<file path="config.mk">
export PLATFORM = sky130hd
export DESIGN_NAME = spi_master_engine
export DESIGN_NICKNAME = d
export VERILOG_FILES = /design/src/rtl/spi_master_engine.sv
export SDC_FILE = /design/constraint.sdc
export NUM_CORES = 1
export LEC_CHECK = 0
export BUFFER_PORTS_ARGS = -buffer_cell sky130_fd_sc_hd__buf_2
export CORE_ASPECT_RATIO = 2
export CORE_MARGIN = 8
export CORE_UTILIZATION = 49
export DETAILED_ROUTE_END_ITERATION = 12
export GPL_ROUTABILITY_DRIVEN = 0
export PLACE_DENSITY = 0.76
export SLEW_MARGIN = 5
export SYNTH_ARGS = -nofsm -noshare
export SYNTH_HDL_FRONTEND = slang
export SYNTH_SLANG_ARGS = --single-unit
export TNS_END_PERCENT = 1
</file>
<file path="constraint.sdc">
create_clock -name clk -period 1.8 [get_ports clk]
set_input_delay 0.36 -clock clk [delete_from_list [all_inputs] [get_ports clk]]
set_output_delay 0.36 -clock clk [all_outputs]
set_load 0.05 [all_outputs]
</file>
<file path="src/rtl/spi_master_engine.sv">
module spi_master_engine #(
  parameter int W     = 8,
  parameter int DIV_A = 4,
  parameter int DIV_B = 16,
  parameter int DIV_C = 64
) (
  input  logic         clk,
  input  logic         rst_n,
  input  logic         cpol,
  input  logic         early_data,
  input  logic         smp_late,
  input  logic [1:0]   rate_sel,
  input  logic         rx_only,
  input  logic         tmr_tick,
  input  logic         wr_en,
  input  logic [W-1:0] wr_data,
  input  logic         rd_en,
  output logic [W-1:0] rd_data,
  input  logic         flag_clr,
  output logic         sck,
  output logic         sdo,
  output logic         sdo_oe,
  input  logic         sdi,
  output logic         busy,
  output logic         done_irq,
  output logic         buf_full,
  output logic         overflow,
  output logic         wr_coll
);
  localparam int HW = $clog2(2 * W);
  localparam int CW = $clog2(DIV_C / 2);

  logic [HW-1:0] half_idx;
  logic [CW-1:0] cnt, half_max;
  logic [W-1:0]  tx_sr, rx_sr, buf_q;

  always_comb begin
    case (rate_sel)
      2'd0:    half_max = CW'(DIV_A / 2 - 1);
      2'd1:    half_max = CW'(DIV_B / 2 - 1);
      default: half_max = CW'(DIV_C / 2 - 1);
    endcase
  end

  wire          start    = wr_en && !busy;
  wire          half_end = busy && ((rate_sel == 2'd3) ? tmr_tick : (cnt == half_max));
  wire          last     = half_end && (half_idx == HW'(2 * W - 1));
  wire          take     = half_end && (half_idx[0] == smp_late);
  wire [W-1:0]  rx_next  = {rx_sr[W-2:0], sdi};
  wire [W-1:0]  rx_final = smp_late ? rx_next : rx_sr;

  assign sck     = busy ? (cpol ^ half_idx[0] ^ ~early_data) : cpol;
  assign sdo     = tx_sr[W-1];
  assign sdo_oe  = ~rx_only;
  assign rd_data = buf_q;

  always_ff @(posedge clk or negedge rst_n) begin
    if (!rst_n) begin
      busy     <= 1'b0;
      half_idx <= '0;
      cnt      <= '0;
      tx_sr    <= '0;
    end else if (start) begin
      busy     <= 1'b1;
      half_idx <= '0;
      cnt      <= '0;
      tx_sr    <= wr_data;
    end else if (half_end) begin
      cnt      <= '0;
      half_idx <= half_idx + 1'b1;
      if (half_idx[0]) tx_sr <= {tx_sr[W-2:0], 1'b0};
      if (last) busy <= rx_only;
    end else if (busy) begin
      cnt <= cnt + 1'b1;
    end
  end

  always_ff @(posedge clk or negedge rst_n) begin
    if (!rst_n) rx_sr <= '0;
    else if (take) rx_sr <= rx_next;
  end

  always_ff @(posedge clk or negedge rst_n) begin
    if (!rst_n) begin
      buf_q    <= '0;
      buf_full <= 1'b0;
      done_irq <= 1'b0;
      overflow <= 1'b0;
      wr_coll  <= 1'b0;
    end else begin
      if (last && !buf_full) buf_q <= rx_final;

      if (last) buf_full <= 1'b1;
      else if (rd_en) buf_full <= 1'b0;

      if (last) done_irq <= 1'b1;
      else if (flag_clr) done_irq <= 1'b0;

      if (last && buf_full) overflow <= 1'b1;
      else if (flag_clr) overflow <= 1'b0;

      if (wr_en && busy) wr_coll <= 1'b1;
      else if (flag_clr) wr_coll <= 1'b0;
    end
  end
endmodule

</file>
Word-level counts from Yosys, hierarchy flattened
Index checks and enable logic that the tools add are counted.
{"block": "word_totals", "out_inout_bits": 16, "in_bits": 21, "ff_bits": 38, "wordCells": 62}
{"block": "classes", "eq_ne": 5, "bitwise": 4, "n_mux": 21, "reduce_logical": 20, "n_addsub": 2}
{"operator": "8-bit two-way mux", "count": 4}
{"operator": "5-bit two-way mux", "count": 3}
{"operator": "2-bit nonzero test", "count": 7}
{"operator": "1-bit two-way mux", "count": 11}
{"operator": "5-bit case mux with 2 select lines", "count": 1}
{"operator": "4-bit two-way mux", "count": 2}
{"operator": "1-bit logical AND", "count": 7}
{"operator": "5-bit by 1-bit adder with 5-bit output, second input constant", "count": 1}
{"operator": "5-bit == test", "count": 1}
{"operator": "4-bit by 1-bit adder with 4-bit output, second input constant", "count": 1}
{"operator": "4-bit == test, second input constant", "count": 1}
{"operator": "2-bit AND reduction", "count": 2}
{"operator": "3-bit nonzero test", "count": 1}
{"operator": "2-bit by 1-bit == test with 1-bit output, second input constant", "count": 1}
{"operator": "2-bit == test, second input constant", "count": 1}
{"operator": "1-bit zero test", "count": 2}
{"operator": "2-bit zero test", "count": 1}
{"operator": "1-bit inverter", "count": 2}
{"operator": "1-bit bitwise XOR", "count": 2}
{"operator": "1-bit == test", "count": 1}

Logic depth before layout (Yosys ltp)
Gate-level depths: netlist of run 1.
{"block": "logic_depth", "word_depth": 9, "ltp_mapped": 7, "mapped_depth_nobuf": 5}

Worst setup path after synthesis of run 1
OpenSTA, ideal clock, no wires.
{"block": "synth_path", "kind": "register -> output", "from": "register busy", "to": "output port sck", "stages_incl_launch_ff": 4, "n_path_buf": 1, "t_arrival_ns": 1.804, "slack_ns": -0.364, "cell_sequence": "dfrtp_1 > clkbuf_1 > nand2_1 > xnor2_1"}
{"block": "synth_via", "elab_chain_len": 1}
{"item": "start: declaration", "line_no": "24", "text": "output logic busy,"}
{"item": "start signal: assignment", "line_no": "72", "text": "if (last) busy <= rx_only;"}
{"item": "1-bit two-way mux", "line_no": "52", "text": "assign sck = busy ? (cpol ^ half_idx[0] ^ ~early_data) : cpol;"}
{"item": "end: declaration", "line_no": "20", "text": "output logic sck,"}
No other way between the ends.

Worst setup path in the final report of run 1
{"block": "layout_path", "from": "register cnt[4]", "to": "register rx_sr[6]"}
{"block": "layout_via", "elab_chain_len": 4}
{"item": "start: declaration", "line_no": "34", "text": "logic [CW-1:0] cnt, half_max;"}
{"item": "start signal: assignment", "line_no": "74", "text": "cnt <= cnt + 1'b1;"}
{"item": "5-bit == test", "line_no": "46", "text": "wire half_end = busy && ((rate_sel == 2'd3) ? tmr_tick : (cnt == half_max));"}
{"item": "1-bit two-way mux", "line_no": "46"}
{"item": "1-bit logical AND", "line_no": "46"}
{"item": "1-bit logical AND", "line_no": "48", "text": "wire take = half_end && (half_idx[0] == smp_late);"}
{"item": "end signal: assignment", "line_no": "80", "text": "else if (take) rx_sr <= rx_next;"}
{"item": "end: declaration", "line_no": "35", "text": "logic [W-1:0] tx_sr, rx_sr, buf_q;"}
No other way between the ends.
A chain may end at the register's enable or synchronous reset.

==> summary.md, run 1 <==
| Metric | Value |
|---|---|
| Status | `finished, final reports clean` |
| CTS Buf Count | `5` |
| Worst hold path class | `input pin to asynchronous set/reset pin` |
| Post-synth top cells | `dfrtp_1 (38), mux2_2 (24), nand2_1 (14), o21ai_0 (14), nor2_1 (12)` |
| Drt total wl | `3810 microns` |
| I/O pin cnt | `37` |
| CP Capture Type | `flip-flop` |
| Metal1 wirelength | `1500 microns` |
| Tmin final | `between 1.5 and 2 ns` |
| Die width | `slightly below 60 microns` |
| Clock Power Share | `0.200` |
| Fin cells | `265` |
| Clock transition at the registers of the reported paths | `0.07 ns` |
| Area grow syn2layout | `23.3%` |
| Initial DRT Pass Iterations | `4` |
| Core area | `3610 sq um` |
| Ranking of synthesized cells by area | `dfrtp_1 (52%), mux2_2 (15%), o21ai_0 (3.8%)` |
| DR WL met3 | `248 microns` |
| CTS max path bufs | `2` |
| Register area share after synthesis | `0.521` |
| Clock root buffer | `clkbuf_8` |
| Via density | `5.31` |
| Layout cells sized above 1 | `0.398` |
| Initial core utilization | `0.506` |
| R2r setup slk | `0.04 ns` |
| Worst-path cell chain | `and4_1 -> a211o_1 -> a21o_1 -> nand2_4 -> mux2_2` |
| Core Util, Final | `0.624` |
| Cell count after synthesis | `169` |
| Seq cells post-synth | `38` |
| Library cells used by synthesis | `32` |
| Antenna diodes | `0` |
| Detail Placement HPWL | `2940 microns` |
| Core Rows | `31` |
| Crit-path slowest cell | `dfrtp_1` |
| Clock Skews | `around 0.006 ns` |
| Unrepaired setup endpoints after global routing | `true` |
| Final global-route overflow total | `0` |
| Crit path arrival time | `1.93 ns` |
| CTS tree | `done` |
| Final hold vios | `0` |
| Relative slew slack | `0.628` |
| Top Metal Used | `met4` |
| Pwr Density | `1280 nW/um^2` |
| # setup viols final | `0` |
| Post-synth top flop | `dfrtp_1` |
| DIE AREA | `6050 sq um` |
| NetSw | `1.01 mW` |
| Worst Path Max Fanout | `8` |
| Lkg Pwr | `around 1.2 nW` |
| PortBufs | `36` |
| Largest net degree at the start of global routing | `26` |
| Initial antenna violation count | `0` |
| Die Height | `102 microns` |
| Seq pwr share | `0.447` |
| Vias in the first global route | `1463` |
| H-tree Lvls | `2` |
| Clock sinks | `38` |
| Worst path top cell family by delay | `compound AO/OA/AOI/OAI gates` |
| Worst Path Required | `1.97 ns` |
| Cell Int Power | `1.88 mW` |
| Period utilization | `0.980` |
| Vias | `1408` |
| Synth async-reset ratio | `1.00` |
| Tot GR Track Use | `0.141` |
| Final Max Tran Viols | `0` |
| Worst-margin pin slew | `between 0.5 and 0.6 ns` |
| F_max | `approximately 0.57 GHz` |
| Post-synth EDFFs | `0` |
| Kind of critical path | `flip-flop to flip-flop` |
| Sw frac | `0.349` |
| Final design area excluding fillers | `about 2300 sq um` |
| Most common cell in the netlist | `dfrtp_1` |
| Worst setup SP type | `flip-flop` |
| Area fraction of the dominant cell type after synthesis | `0.521` |
| Worst skew pair latency | `around 0.28 ns` |
| Final ANT Viol Nets | `0` |
| Nets | `239` |
| DRC | `0` |
| Syn Area/Cell | `10.8 sq um` |
| Routed met2 length | `between 1500 and 2000 microns` |
| DR iter-0 viols | `57` |
| Crit path largest cell delay | `0.41 ns` |
| Inst Count DP | `257` |
| Placed Area | `2130 sq um` |
| First-pass GRT wire length | `6620 microns` |
| Max rail drop VDD | `802 uV` |
| Comb pwr share | `0.353` |
| Warnings from Yosys | `0` |
| Max Cap Viol | `0` |
| Crit path buffers/inverters | `0` |
| Biggest area consumer among synthesized cells | `dfrtp_1` |
| Mapped Nets | `192` |
| Mapped Area | `1830 sq um` |
| Routed wire length per instance | `about 14 microns` |
## timing repair
item | CTS | global route
setup buffers | 1 | 0
hold buffers | 0 | 0
gates resized for setup | 1 | 4
setup endpoints to repair | 8 | 24
gates cloned | 0 | 0
pin swaps | 0 | 3
## cell type report
type	instances	area, sq um
Fill cell	320	1360
Inverter	8	30.0
Clock buffer	7	86.3
Tap cell	49	61.3
Multi-Input combinational cell	116	840
Sequential cell	38	952
Timing Repair Buffer	47	282
## power groups by stage
stage                     clock, mW  combinational [mW]  sequential, mW
final                         0.576                1.02            1.29
after global placement            0               0.971            1.30
after CTS                     0.598                1.01            1.29
after global routing          0.629                1.13            1.33
after floorplan                   0               0.619            1.37
after detailed placement          0               0.993            1.30
## layout by cell type (no fill, tap or decap), types with 2 or more instances in the layout
| cell type | netlist | routed |
|---|---|---|
| clkbuf_8 | 0 | 6 |
| mux2i_1 | 2 | 2 |
| inv_1 | 8 | 8 |
| a21oi_1 | 8 | 8 |
| mux2_2 | 24 | 24 |
| xor2_1 | 2 | 2 |
| a21o_1 | 3 | 3 |
| or2_2 | 2 | 2 |
| buf_4 | 0 | 9 |
| o21ai_0 | 14 | 14 |
| nand2_1 | 14 | 14 |
| nor2_1 | 12 | 12 |
| xnor2_1 | 4 | 3 |
| o22ai_1 | 2 | 2 |
| a31oi_1 | 7 | 6 |
| dfrtp_1 | 38 | 37 |
| ha_1 | 2 | 2 |
| nand3_1 | 5 | 5 |
| nor2b_1 | 2 | 2 |
| buf_2 | 2 | 35 |
## final timing paths
check / start / to / depth (start not counted)
min: rst_n / cnt[4]$_DFFE_PN0P_ / 1
max: cnt[4]$_DFFE_PN0P_ / rx_sr[6]$_DFFE_PN0P_ / 5
min reg2reg: half_idx[3]$_DFFE_PN0P_ / half_idx[3]$_DFFE_PN0P_ / 1
max in group asynchronous: rst_n / tx_sr[3]$_DFFE_PN0P_ / 2
max reg2reg: cnt[4]$_DFFE_PN0P_ / rx_sr[6]$_DFFE_PN0P_ / 5
min in group clk: rd_en / buf_full$_DFFE_PN0P_ / 2
## flip-flops by register name, indices dropped and copies added (netlist names)
register / count
rd_data: 8
rx_sr: 8
tx_sr: 8
cnt: 5
half_idx: 4
buf_full: 1
busy: 1
done_irq: 1
overflow: 1
wr_coll: 1
## routing by layer
metal  GRT usage  up-vias
met2       0.252       33
met4      0.0612        0
met1       0.142      683
met5           0        -
li1            -      685
met3      0.0479        7
## metrics by stage
| stage | hold WS [ns] | setup WS (ns) | total power, mW | setup TNS, ns |
|---|---|---|---|---|
| 3_5_place_dp | 0.381 | -0.0682 | 2.30 | -0.488 |
| 4_1_cts | 0.0663 | 0.0260 | 2.90 | 0 |
| 3_3_place_gp | 0.376 | -0.0157 | 2.27 | -0.119 |
| 6_report | 0.0566 | 0.0355 | 2.88 | 0 |
| 5_1_grt | 0.0967 | -0.0388 | 3.08 | -0.290 |
| 2_1_floorplan | 0.0644 | 0.0340 | 1.99 | 0 |
## kinds of logic after synthesis
group / count (synthesis) / synth area share
buffers and inverters: 15 / 0.0322
flip-flops: 38 / 0.521
adder cells (fa/ha/maj): 2 / 0.0137
AND/OR/NAND/NOR: 43 / 0.117
multiplexers: 26 / 0.159
AO/OA/AOI/OAI: 39 / 0.129
XOR/XNOR: 6 / 0.0288
Power figures use the tool's default switching activity.
==> run 2, diff against run 1 <==
==> constraint.sdc (replaced) <==
create_clock -name clk -period 1.8 [get_ports clk]
set_input_delay 0.36 -clock clk [delete_from_list [all_inputs] [get_ports clk]]
set_output_delay 0.36 -clock clk [all_outputs]
set_load 0.005 [all_outputs]
==> run 2 against run 1 <==
Against the previous run:
- power is 3.0% lower
- setup slack better by 0.0019 ns
- register-to-register slack hardly changed
- largest power group unchanged
- hold slack worse by 0.042 ns
- non-clock buffer count is 2 higher
- core utilization is 1.4 points higher
- routed wire length is 4.1% higher
- final area is 2.2% higher
- sequential power hardly changed
- die area stayed put
- largest cell class unchanged
==> summary.md, run 2 (synthesized netlist as in run 1, its figures left out) <==
| Metric | Value |
|---|---|
| Via density | `5.27` |
| Clock Power Share | `0.216` |
| Die Height | `102 microns` |
| Initial antenna violation count | `0` |
| Worst hold path class | `input pin to asynchronous set/reset pin` |
| Sw frac | `0.325` |
| DR iter-0 viols | `33` |
| Worst skew pair latency | `around 0.30 ns` |
| First-pass GRT wire length | `6600 microns` |
| CTS max path bufs | `2` |
| Most frequent cells in the layout | `dfrtp_1 (38), buf_2 (36), mux2_2 (22), nand2_1 (14), o21ai_0 (14)` |
| Placed Area | `2160 sq um` |
| Pre-CTS WS | `-0.0590 ns` |
| CTS tree | `done` |
| Final hold vios | `0` |
| Detail Placement HPWL | `2900 microns` |
| Clock sinks | `38` |
| Clock root buffer | `clkbuf_8` |
| Comb pwr share | `0.322` |
| Core Rows | `31` |
| Max rail drop VDD | `roughly 600 uV` |
| R2r endpoint | `rd_data[7]$_DFFE_PN0P_` |
| Final Max Tran Viols | `0` |
| Clock Skews | `0.0107 ns` |
| Die width | `59.2 microns` |
| NetSw | `a little over 900 uW` |
| Crit path arrival time | `1.94 ns` |
| Kind of critical path | `flip-flop to flip-flop` |
| DRC | `0` |
| Vias | `1412` |
| Tot GR Track Use | `0.141` |
| F_max | `0.567 GHz` |
| R2r setup slk | `0.04 ns` |
| Final ANT Viol Nets | `0` |
| Relative slew slack | `0.756` |
| Drt total wl | `roughly 4000 microns` |
| Final design area excluding fillers | `2300 sq um` |
| Pwr Density | `1220 nW/um^2` |
| Final global-route overflow total | `0` |
| Lkg Pwr | `1.18 nW` |
| CP Capture Type | `flip-flop` |
| Core area | `3610 sq um` |
| Tmin final | `1.76 ns` |
| Max Cap Viol | `0` |
| Commonest non-fill, non-tap cell in the layout | `dfrtp_1` |
| Register area | `951 sq um` |
| Setup bufs post-CTS | `0` |
| Seq pwr share | `0.462` |
| Worst Path Max Fanout | `8` |
| Final WS setup | `0.0374 ns` |
| Status | `finished, final reports clean` |
| DIE AREA | `6050 sq um` |
| Worst Path Required | `slightly below 2 ns` |
| Largest net degree at the start of global routing | `39` |
| Area grow syn2layout | `26.0%` |
| Overall power | `~2.8 mW` |
| Area occupied by multi-input gates | `~860 sq um` |
| H-tree Lvls | `2` |
| R2R depth | `6` |
| Vias in the first global route | `1490` |
| CTS Buf Count | `5` |
| Period utilization | `0.979` |
| Unrepaired setup endpoints after global routing | `true` |
| Antenna diodes | `0` |
| PortBufs | `36` |
| Initial DRT Pass Iterations | `4` |
| Initial core utilization | `0.506` |
| # setup viols final | `0` |
| Inst Count DP | `260` |
| Worst-margin pin slew | `0.365 ns` |
| Routed wire length per instance | `14.8 microns` |
| Cell Int Power | `around 1.9 mW` |
| Fin cells | `268` |
| CTS hold repair buffers | `0` |
| Clock transition at the registers of the reported paths | `about 0.080 ns` |
| I/O pin cnt | `37` |
| Layout cells sized above 1 | `0.406` |
| Worst setup SP type | `flip-flop` |
| Nets | `241` |
| Reg2reg start | `cnt[2]$_DFFE_PN0P_` |
| Core Util, Final | `0.638` |
| Fillers | `just over 300` |
## run 2: cell types whose count changed in the layout (fill, tap and decap cells not counted), sizes merged
| cell | previous run | this run |
|---|---|---|
| clkbuf | 8 | 7 |
| clkinv | 0 | 1 |
| buf | 46 | 49 |
## run 2: metal layers
metal | GRT usage | part of all wire
met1 | 0.141 | 0.39
met2 | 0.248 | 0.54
met3 | 0.0429 | 0.051
met4 | 0.0816 | 0.025
met5 | 0 | 0
## run 2: worst max path at each step
stage	to	start	cells past startpoint	slack, ns
finish	rd_data[7]$_DFFE_PN0P_	cnt[2]$_DFFE_PN0P_	6	0.04
global route	rd_data[4]$_DFFE_PN0P_	cnt[3]$_DFFE_PN0P_	6	-0.02
CTS	rd_data[7]$_DFFE_PN0P_	cnt[4]$_DFFE_PN0P_	6	-0.02
detailed placement	rd_data[7]$_DFFE_PN0P_	rate_sel[1]	7	-0.06
global placement	rd_data[3]$_DFFE_PN0P_	rate_sel[1]	7	-0.04
floorplan	rd_data[0]$_DFFE_PN0P_	cnt[3]$_DFFE_PN0P_	5	0.09
## run 2: power by group through the flow
stage          logic (mW)  clock network, mW  registers, mW
3_5_place_dp        0.857                  0           1.30
2_1_floorplan       0.555                  0           1.27
6_report            0.901              0.605           1.29
4_1_cts             0.870              0.625           1.29
3_3_place_gp        0.831                  0           1.29
5_1_grt              1.01              0.651           1.33
## run 2: timing repair
item / in CTS / in global routing
resized for setup: 1 / 8
endpoints found under the hold margin: 0 / 0
pin swaps: 0 / 5
setup endpoints to repair: 9 / 22
## run 2: area by class of cell
class                   instances  area share
clock buffers                   7      0.0375
clock inverters                 1     0.00218
inverters                       8      0.0131
flip-flops and latches         38       0.413
multi-input cells             116       0.374
well taps                      49      0.0266
repair buffers                 49       0.133
## run 2: critical path, stage by stage (launching register included)
cell	delay, ns
dfrtp_1	0.41
and4_1	0.21
a211o_1	0.32
a21oi_4	0.21
nor3_4	0.06
buf_12	0.14
mux2_4	0.29
## run 2: metrics by stage
step | setup TNS, ns | hold slack [ns]
finish | 0 | 0.0150
global route | -0.0552 | 0.0352
CTS | -0.0333 | 0.0222
detailed placement | -0.744 | 0.342
global placement | -0.414 | 0.341
floorplan | 0 | 0.0644
